--- config.mk ---
export PLATFORM = sky130hd
export DESIGN_NAME = mp_uart_rx
export DESIGN_NICKNAME = d
export VERILOG_FILES = /design/src/rtl/mpu_rx_pkg.sv /design/src/rtl/mpu_rx_sync.sv /design/src/rtl/mpu_rx_framer.sv /design/src/rtl/mpu_rx_addr_match.sv /design/src/rtl/mp_uart_rx.sv
export SDC_FILE = /design/constraint.sdc
export NUM_CORES = 1
export LEC_CHECK = 0
export CORE_MARGIN = 5
export CORE_UTILIZATION = 50
export DETAILED_ROUTE_END_ITERATION = 7
export PLACE_DENSITY_LB_ADDON = 0.15
export SYNTH_ARGS = -nofsm -noshare
export SYNTH_HDL_FRONTEND = slang
export SYNTH_SLANG_ARGS = --single-unit
--- constraint.sdc ---
create_clock -name clk -period 2.9 [get_ports clk]
set_clock_uncertainty 0.15 [all_clocks]
set_input_delay 0.725 -clock clk [delete_from_list [all_inputs] [get_ports clk]]
set_output_delay 0.725 -clock clk [all_outputs]
set_load 0.005 [all_outputs]
--- src/rtl/mpu_rx_pkg.sv ---
package mpu_rx_pkg;
  typedef enum logic [1:0] {
    RX_IDLE,
    RX_START,
    RX_DATA,
    RX_STOP
  } rx_state_e;
endpackage

--- src/rtl/mpu_rx_sync.sv ---
// Line synchronizer with a falling-edge strobe on the synchronized value.
module mpu_rx_sync #(
  parameter int STAGES = 2
) (
  input  logic clk,
  input  logic rst_n,
  input  logic din,
  output logic dout,
  output logic fall
);
  logic [STAGES-1:0] pipe;
  logic              last;

  always_ff @(posedge clk or negedge rst_n) begin
    if (!rst_n) begin
      pipe <= '1;
      last <= 1'b1;
    end else begin
      pipe <= {pipe[STAGES-2:0], din};
      last <= pipe[STAGES-1];
    end
  end

  assign dout = pipe[STAGES-1];
  assign fall = last & ~dout;
endmodule

--- src/rtl/mpu_rx_framer.sv ---
// Frame sequencer: start check, three-sample vote, data/ninth-bit shift, stop check.
module mpu_rx_framer
  import mpu_rx_pkg::*;
#(
  parameter int DATA_W = 8,
  parameter int OVS    = 16
) (
  input  logic              clk,
  input  logic              rst_n,
  input  logic              tick,
  input  logic              rx_s,
  input  logic              fall,
  input  logic              rx_en,
  output logic              done,
  output logic [DATA_W-1:0] data,
  output logic              bit9,
  output logic              stop_ok
);
  localparam int PH_W = $clog2(OVS);
  localparam int BN_W = $clog2(DATA_W + 1);
  localparam logic [PH_W-1:0] S_A     = PH_W'(OVS/2 - 1);
  localparam logic [PH_W-1:0] S_B     = PH_W'(OVS/2);
  localparam logic [PH_W-1:0] S_C     = PH_W'(OVS/2 + 1);
  localparam logic [PH_W-1:0] PH_LAST = PH_W'(OVS - 1);
  localparam logic [BN_W-1:0] BN_LAST = BN_W'(DATA_W);

  rx_state_e         state;
  logic [PH_W-1:0]   phase, ph_nx;
  logic [BN_W-1:0]   bitn;
  logic [1:0]        ones;
  logic [DATA_W:0]   sreg;
  logic              vote;

  always_comb begin
    ph_nx = (phase == PH_LAST) ? '0 : phase + 1'b1;
    vote  = (ones + {1'b0, rx_s}) >= 2'd2;
  end

  always_ff @(posedge clk or negedge rst_n) begin
    if (!rst_n) begin
      state   <= RX_IDLE;
      phase   <= '0;
      bitn    <= '0;
      ones    <= '0;
      sreg    <= '0;
      done    <= 1'b0;
      stop_ok <= 1'b1;
    end else begin
      done <= 1'b0;
      if (state == RX_IDLE) begin
        if (fall && rx_en) begin
          state <= RX_START;
          phase <= '0;
          ones  <= '0;
        end
      end else if (tick) begin
        phase <= ph_nx;
        if (ph_nx == S_A || ph_nx == S_B)
          ones <= ones + {1'b0, rx_s};
        if (ph_nx == S_C) begin
          case (state)
            RX_START: if (vote) state <= RX_IDLE;
            RX_DATA:  sreg <= {vote, sreg[DATA_W:1]};
            RX_STOP: begin
              done    <= 1'b1;
              stop_ok <= vote;
              state   <= RX_IDLE;
            end
            default: state <= RX_IDLE;
          endcase
        end
        if (phase == PH_LAST) begin
          ones <= '0;
          if (state == RX_START) begin
            state <= RX_DATA;
            bitn  <= '0;
          end else if (state == RX_DATA) begin
            if (bitn == BN_LAST) state <= RX_STOP;
            else                 bitn  <= bitn + 1'b1;
          end
        end
      end
    end
  end

  assign data = sreg[DATA_W-1:0];
  assign bit9 = sreg[DATA_W];
endmodule

--- src/rtl/mpu_rx_addr_match.sv ---
// Masked own-address and broadcast comparison.
module mpu_rx_addr_match #(
  parameter int W = 8
) (
  input  logic [W-1:0] rx_byte,
  input  logic [W-1:0] own_addr,
  input  logic [W-1:0] care_mask,
  output logic         hit
);
  logic [W-1:0] bcast;
  logic         given_hit, bcast_hit;

  always_comb begin
    bcast     = own_addr | care_mask;
    given_hit = ((rx_byte ^ own_addr) & care_mask) == '0;
    bcast_hit = (bcast & ~rx_byte) == '0;
    hit       = given_hit | bcast_hit;
  end
endmodule

--- src/rtl/mp_uart_rx.sv ---
module mp_uart_rx #(
  parameter int DATA_W      = 8,
  parameter int OVS         = 16,
  parameter int SYNC_STAGES = 2
) (
  input  logic              clk,
  input  logic              rst_n,
  input  logic              tick16,
  input  logic              rxd,
  input  logic              rx_en,
  input  logic              mp_en,
  input  logic [DATA_W-1:0] slave_addr,
  input  logic [DATA_W-1:0] addr_mask,
  input  logic              fe_clr,
  input  logic              out_ready,
  output logic              out_valid,
  output logic [DATA_W-1:0] out_data,
  output logic              out_bit9,
  output logic              frame_err
);
  logic              rx_s, rx_fall;
  logic              f_done, f_bit9, f_stop_ok;
  logic [DATA_W-1:0] f_data;
  logic              hit, accept, stop_bad;

  mpu_rx_sync #(.STAGES(SYNC_STAGES)) u_sync (
    .clk(clk), .rst_n(rst_n), .din(rxd), .dout(rx_s), .fall(rx_fall)
  );

  mpu_rx_framer #(.DATA_W(DATA_W), .OVS(OVS)) u_framer (
    .clk(clk), .rst_n(rst_n), .tick(tick16), .rx_s(rx_s), .fall(rx_fall),
    .rx_en(rx_en), .done(f_done), .data(f_data), .bit9(f_bit9),
    .stop_ok(f_stop_ok)
  );

  mpu_rx_addr_match #(.W(DATA_W)) u_match (
    .rx_byte(f_data), .own_addr(slave_addr), .care_mask(addr_mask), .hit(hit)
  );

  assign accept   = mp_en ? (f_bit9 & f_stop_ok & hit) : 1'b1;
  assign stop_bad = f_done & ~f_stop_ok;

  always_ff @(posedge clk or negedge rst_n) begin
    if (!rst_n) begin
      out_valid <= 1'b0;
      out_data  <= '0;
      out_bit9  <= 1'b0;
    end else if (f_done && accept && (!out_valid || out_ready)) begin
      out_valid <= 1'b1;
      out_data  <= f_data;
      out_bit9  <= f_bit9;
    end else if (out_ready) begin
      out_valid <= 1'b0;
    end
  end

  always_ff @(posedge clk or negedge rst_n) begin
    if (!rst_n)        frame_err <= 1'b0;
    else if (stop_bad) frame_err <= 1'b1;
    else if (fe_clr)   frame_err <= 1'b0;
  end
endmodule

After elaboration in Yosys (flattened, before gate mapping):

Index checks and enable logic that the tools add are counted.

* flip-flop bits (word level): 37
* input bits: 24

* add/sub/neg operators: 3
* magnitude comparators: 1
* eq/ne operators: 10
* multiplexer cells: 31
* bitwise operators: 13
* reductions and logical operators: 19

Operators with widths (count)
* 2-bit 2-to-1 mux: 14
* 4-bit 2-to-1 mux: 7
* 8-bit bitwise AND: 2
* 4-bit equality test (second input constant): 4
* 8-bit logical NOT: 2
* 1-bit 2-to-1 mux: 9
* 4-bit by 1-bit adder with 4-bit output (second input constant): 2
* 8-bit inverter: 1
* 8-bit OR: 1
* 4-bit AND reduction: 2
* 2-bit nonzero test: 4
* 8-bit XOR: 1
* 5-bit AND reduction: 1
* 1-bit bitwise AND: 4
* 2-bit equality test (second input constant): 2
* 4-bit by 3-bit equality test with 1-bit output (second input constant): 1
* 2-bit one-hot mux with 2 select lines: 1
* 1-bit logical AND: 3
* 1-bit inverter: 3
* 3-bit AND reduction: 1
* 3-bit nonzero test: 1
* 2-bit by 1-bit adder with 2-bit output: 1
* 2-bit by 1-bit equality test with 1-bit output (second input constant): 1
* 2-bit greater-or-equal comparator (second input constant): 1
* other kinds (7): 8

Longest topological paths before layout:

* word-level depth: 11
* depth in mapped cells: 8
* depth with buffers taken out: 8

Cells and area by module:

From an unflattened synthesis, not the netlist that was laid out.

* cells, all modules: 188
* area, all modules: 2102.0 um^2

By module, submodules not included
* mpu_rx_framer: times used 1, cells an instance 130, area an instance 1376.3 um^2
* mp_uart_rx: times used 1, cells an instance 28, area an instance 442.9 um^2
* mpu_rx_addr_match: times used 1, cells an instance 26, area an instance 190.2 um^2
* mpu_rx_sync: times used 1, cells an instance 4, area an instance 92.6 um^2

Worst setup path after synthesis:

Ideal clock, no wire load.

* path type: input port to flip-flop
* from: in slave_addr[2]
* to: reg out_bit9
* library setup time: 0.125 ns
* data arrival time: 1.965 ns
* data required time: 2.625 ns
* setup slack: 0.661 ns
* stages: 6
* path through: xor2_1 -> a22o_2 -> a221oi_2 -> a31o_2 -> a31oi_4 -> mux2_2

* cells in the longest elaborated chain, start to end: 8
* elaborated cells between the ends (all ways): 11
* classes of those cells: 1 x mux; 6 x bitwise; 4 x reduce/logical

RTL lines
* start, declared: line mp_uart_rx.sv:12 `input logic [DATA_W-1:0] slave_addr,`
* 8-bit XOR / 8-bit OR (equally long branches): line mpu_rx_addr_match.sv:15, mpu_rx_addr_match.sv:14
* 8-bit bitwise AND (on tied branches): line mpu_rx_addr_match.sv:15, mpu_rx_addr_match.sv:16
* 8-bit logical NOT (on tied branches): line mpu_rx_addr_match.sv:15, mpu_rx_addr_match.sv:16
* 1-bit OR (*): line mpu_rx_addr_match.sv:17 `hit = given_hit | bcast_hit;`
* 1-bit bitwise AND (*): line mp_uart_rx.sv:40 `assign accept = mp_en ? (f_bit9 & f_stop_ok & hit) : 1'b1;`
* 1-bit 2-to-1 mux (*): line mp_uart_rx.sv:40
* 1-bit logical AND (*) (2 in series): line mp_uart_rx.sv:48 `end else if (f_done && accept && (!out_valid || out_ready)) begin`
* end signal, assigned: line mp_uart_rx.sv:51 `out_bit9 <= f_bit9;`
* end, declared: line mp_uart_rx.sv:18 `output logic out_bit9,`

Every way passes the cells marked *; elsewhere a longest branch is shown, timed or not.
A chain may end at the register's enable or synchronous reset.

Worst setup path after layout:

* from: in slave_addr[2]
* to: reg out_data[6]

* cells in the longest elaborated chain, start to end: 8
* elaborated cells between the ends (all ways): 11
* classes of those cells: 1 x mux; 6 x bitwise; 4 x reduce/logical

RTL lines
* 8-bit XOR / 8-bit OR (equally long branches): line mpu_rx_addr_match.sv:15, mpu_rx_addr_match.sv:14
* 8-bit bitwise AND (on tied branches): line mpu_rx_addr_match.sv:15, mpu_rx_addr_match.sv:16
* 8-bit logical NOT (on tied branches): line mpu_rx_addr_match.sv:15, mpu_rx_addr_match.sv:16
* 1-bit OR (*): line mpu_rx_addr_match.sv:17
* 1-bit bitwise AND (*): line mp_uart_rx.sv:40
* 1-bit 2-to-1 mux (*): line mp_uart_rx.sv:40
* 1-bit logical AND (*) (2 in series): line mp_uart_rx.sv:48
* end signal, assigned: line mp_uart_rx.sv:50 `out_data <= f_data;`
* end, declared: line mp_uart_rx.sv:17 `output logic [DATA_W-1:0] out_data,`

Marked as above.

==> flow_metrics.tcl <==
set metrics [dict create \
    synthSimpleGateAreaFrac 0.124 \
    clkLatencyLatePin_ns 0.29 \
    switching_power_uw 473 \
    synth_cell_types 42 \
    synth_cells 197 \
    root_buffer "clkbuf_8" \
    comb_power_share 0.265 \
    slew_headroom 0.692 \
    hold_depth 0 \
    wl_per_cell_um 15.1 \
    dpl.hpwl_um 3250 \
    routed_wl_um 4330 \
    die_area_um2 5530 \
    fill_cells 314 \
    synthFlopType "dfrtp_1" \
    initial_core_util 0.518 \
    grtUsageMet2 0.293 \
    r2r.worst_path.cells 6 \
    ys_seq_area_frac 0.450 \
    crit_path_start "slave_addr[2]" \
    synth_compound_area_frac 0.166 \
    cts_hold_buf 0 \
    regArea_um2 931 \
    synth_area_leaders "dfrtp_1, mux2_2, ha_1" \
    grt_usage 0.168 \
    synth_top_family_by_area "compound AO/OA/AOI/OAI gates" \
    dieHeight_um 74.4 \
    hold_path_startpoint "u_sync.pipe[0]$_DFF_PN1_" \
    final_util 0.647 \
    drtIter0Drc 59 \
    crit_fanout 9 \
    viasPerCell 5.74 \
    crit_chain "clkdlybuf4s50_1 > xor2_1 > a22o_2 > a221oi_2 > a31o_2 > a31oi_4 > mux2_2" \
    drv_cap 0 \
    antenna_found_initial 0 \
    syn-num-nets 233 \
    grt_overflow_total 0 \
    cp.required_ns 2.92 \
    synth_top_cell_by_area "dfrtp_1" \
    drive_gt1_frac 0.169 \
    syn_to_final_growth_pct 24.9 \
    multiInputGateArea_um2 1060 \
    synth-xor-area-share 0.0381 \
    ir_drop_mv 0.399 \
    critPathMaxStageDelay_ns 0.50 \
    grt_use_met1 0.199 \
    worstPathArrival_ns 2.59 \
    finalSetupTns_ns 0 \
    yosysTopAreaCellShare 0.399 \
    setup_viol 0 \
    cellLeakagePower_nw 1.19 \
    fmax_mhz 389 \
    synth_edf_count 0 \
    placed_area_um2 2470 \
    core_area_um2 4000 \
    period_needed_ns 2.57 \
    die_w_um 74.4 \
    synth_warnings 0 \
    drc 0 \
    crit_path_top_delay_cell "clkdlybuf4s50_1" \
    drv_slew 0 \
    cts.reportedPaths.clkPinSlew_ns 0.07 \
    fin_crit_sh 0.886 \
    powerDensity_nw_per_um2 585 \
    grt_pass1_wl_um 7220 \
    htree_levels 2 \
    crit_path_start_kind "primary input" \
    seq_power_share 0.434 \
    cts_max_path_buffers 2 \
    use_met3 0.0392 \
    syn_area_per_cell_um2 10.5 \
    cts_tree "yes" \
    grt_pass1_vias 1604 \
    rsz0062_at_grt "no" \
    p_int_mw 1.04 \
    design_area_um2 2590 \
    p_clk_frac 0.301 \
    ys_ff_latch 37 \
    endpoint_kind "register" \
    synth.most_common_cell "dfrtp_1" \
    fp-row-count 23 \
    io_buffers 34 \
    synth_common_cells "dfrtp_1, mux2_2, inv_1, nand2_1" \
    muxShareOfSynthArea 0.114 \
    num_vias 1642 \
    ys_async_sr_fraction 1.00 \
    report.final.hold_viol_count 0 \
    num_antenna_cells 0 \
    worstMarginPinSlew_ns 0.462 \
    switching_share 0.313 \
    top_usage_layer "met2" \
    cts_buffers 5 \
    holdWs_ns 0.209 \
    rr_startpoint "u_framer.phase[0]$_DFFE_PN0P_" \
    io_pins 35 \
    cts.repair.resized 0 \
    grt_max_degree 38 \
    gp_congestion 0.957 \
    worstHoldPathType "register to register" \
    drtAntennaViolNets 0 \
    post_cts_buffers 0 \
    synth-adder-area-share 0.0725 \
    syn_area_um2 2070 \
    status "finished, final reports clean" \
    drtPass1Iterations 4 \
    cts.sinks 37 \
    path_class "primary input to register" \
    nets 271 \
]
==> per-layer routing <==
layer / wire length [um] / up-vias
li1: - / 781
met1: 1800 / 794
met2: 2150 / 53
met3: 283 / 14
met4: 102 / 0
met5: 0 / -
==> kinds of logic (layout without fill, tap and decap cells) <==
logic type      count (synthesis)  after routing
mux                            21             21
compound gates                 48             48
flops                          37             37
simple gates                   51             51
xor+xnor                        9              9
buf+inv                        19             58
fa+ha+maj                      12             12
==> final timing paths <==
path	to	slack, ns
worst max-delay path	out_data[6]$_DFFE_PN0P_	0.33
worst min-delay path	u_sync.pipe[1]$_DFF_PN1_	0.21
worst max register to register	u_framer.sreg[2]$_DFFE_PN0P_	0.47
worst min register to register	u_sync.pipe[1]$_DFF_PN1_	0.21
max in group asynchronous	u_sync.pipe[0]$_DFF_PN1_	1.53
min in group asynchronous	out_data[0]$_DFFE_PN0P_	0.71
==> critical path: cells and delay by family <==
kind | cells | cell delay [ns]
compound gates | 4 | 0.83
buf+inv | 1 | 0.50
mux | 1 | 0.38
xor+xnor | 1 | 0.15
==> state kept, by name (all words and copies together) (netlist names), 2 cells and up <==
| name | flops |
|---|---|
| u_framer.state | 2 |
| u_framer.sreg | 9 |
| u_framer.ones | 2 |
| u_framer.phase | 4 |
| u_sync.pipe | 2 |
| u_framer.bitn | 4 |
| out_data | 8 |
==> stage by stage <==
stage | worst slack (ns) | power (mW) | std cells
after floorplan | 0.661 | 0.933 | 197
after global placement | 0.0640 | 1.03 | 278
after detailed placement | 0.0193 | 1.06 | 278
after CTS | 0.316 | 1.52 | 286
after global routing | 0.228 | 1.61 | 286
final | 0.330 | 1.51 | 286
==> power groups by stage <==
stage | sequential (mW) | clock (mW) | combinational, mW
2_1_floorplan | 0.629 | 0 | 0.304
3_3_place_gp | 0.658 | 0 | 0.376
3_5_place_dp | 0.663 | 0 | 0.398
4_1_cts | 0.654 | 0.468 | 0.402
5_1_grt | 0.666 | 0.490 | 0.452
6_report | 0.656 | 0.455 | 0.401
==> final cells by class <==
cell class	instances	area share
clock buffers	7	0.0334
clock inverters	1	0.0116
inverters	13	0.0189
multi-input cells	141	0.412
flip-flops and latches	37	0.360
well taps	50	0.0242
repair buffers	37	0.140
==> cells in the final DEF (no fill, tap or decap), types with 2 or more instances in the layout <==
| cell type | synthesis | final |
|---|---|---|
| clkdlybuf4s50_1 | 0 | 34 |
| o2111ai_1 | 2 | 2 |
| ha_1 | 12 | 12 |
| a21oi_1 | 5 | 5 |
| o31ai_1 | 2 | 2 |
| a21o_1 | 2 | 2 |
| and3_1 | 3 | 3 |
| nor4_1 | 2 | 2 |
| a32oi_1 | 2 | 2 |
| nand2_1 | 13 | 13 |
| o21bai_1 | 3 | 3 |
| a31oi_1 | 4 | 4 |
| nor3_1 | 5 | 5 |
| and2_1 | 2 | 2 |
| nor2_1 | 12 | 12 |
| dfrtp_1 | 33 | 33 |
| o21ai_0 | 12 | 12 |
| nand3_1 | 3 | 3 |
| nand2b_1 | 4 | 4 |
| clkbuf_8 | 0 | 6 |
| o22ai_1 | 6 | 6 |
| dfstp_2 | 4 | 4 |
| a22oi_1 | 2 | 2 |
| buf_4 | 0 | 3 |
| xor2_1 | 9 | 9 |
| mux2_2 | 20 | 20 |
| inv_1 | 13 | 13 |
Note: power is estimated with default switching activity, not from simulation.
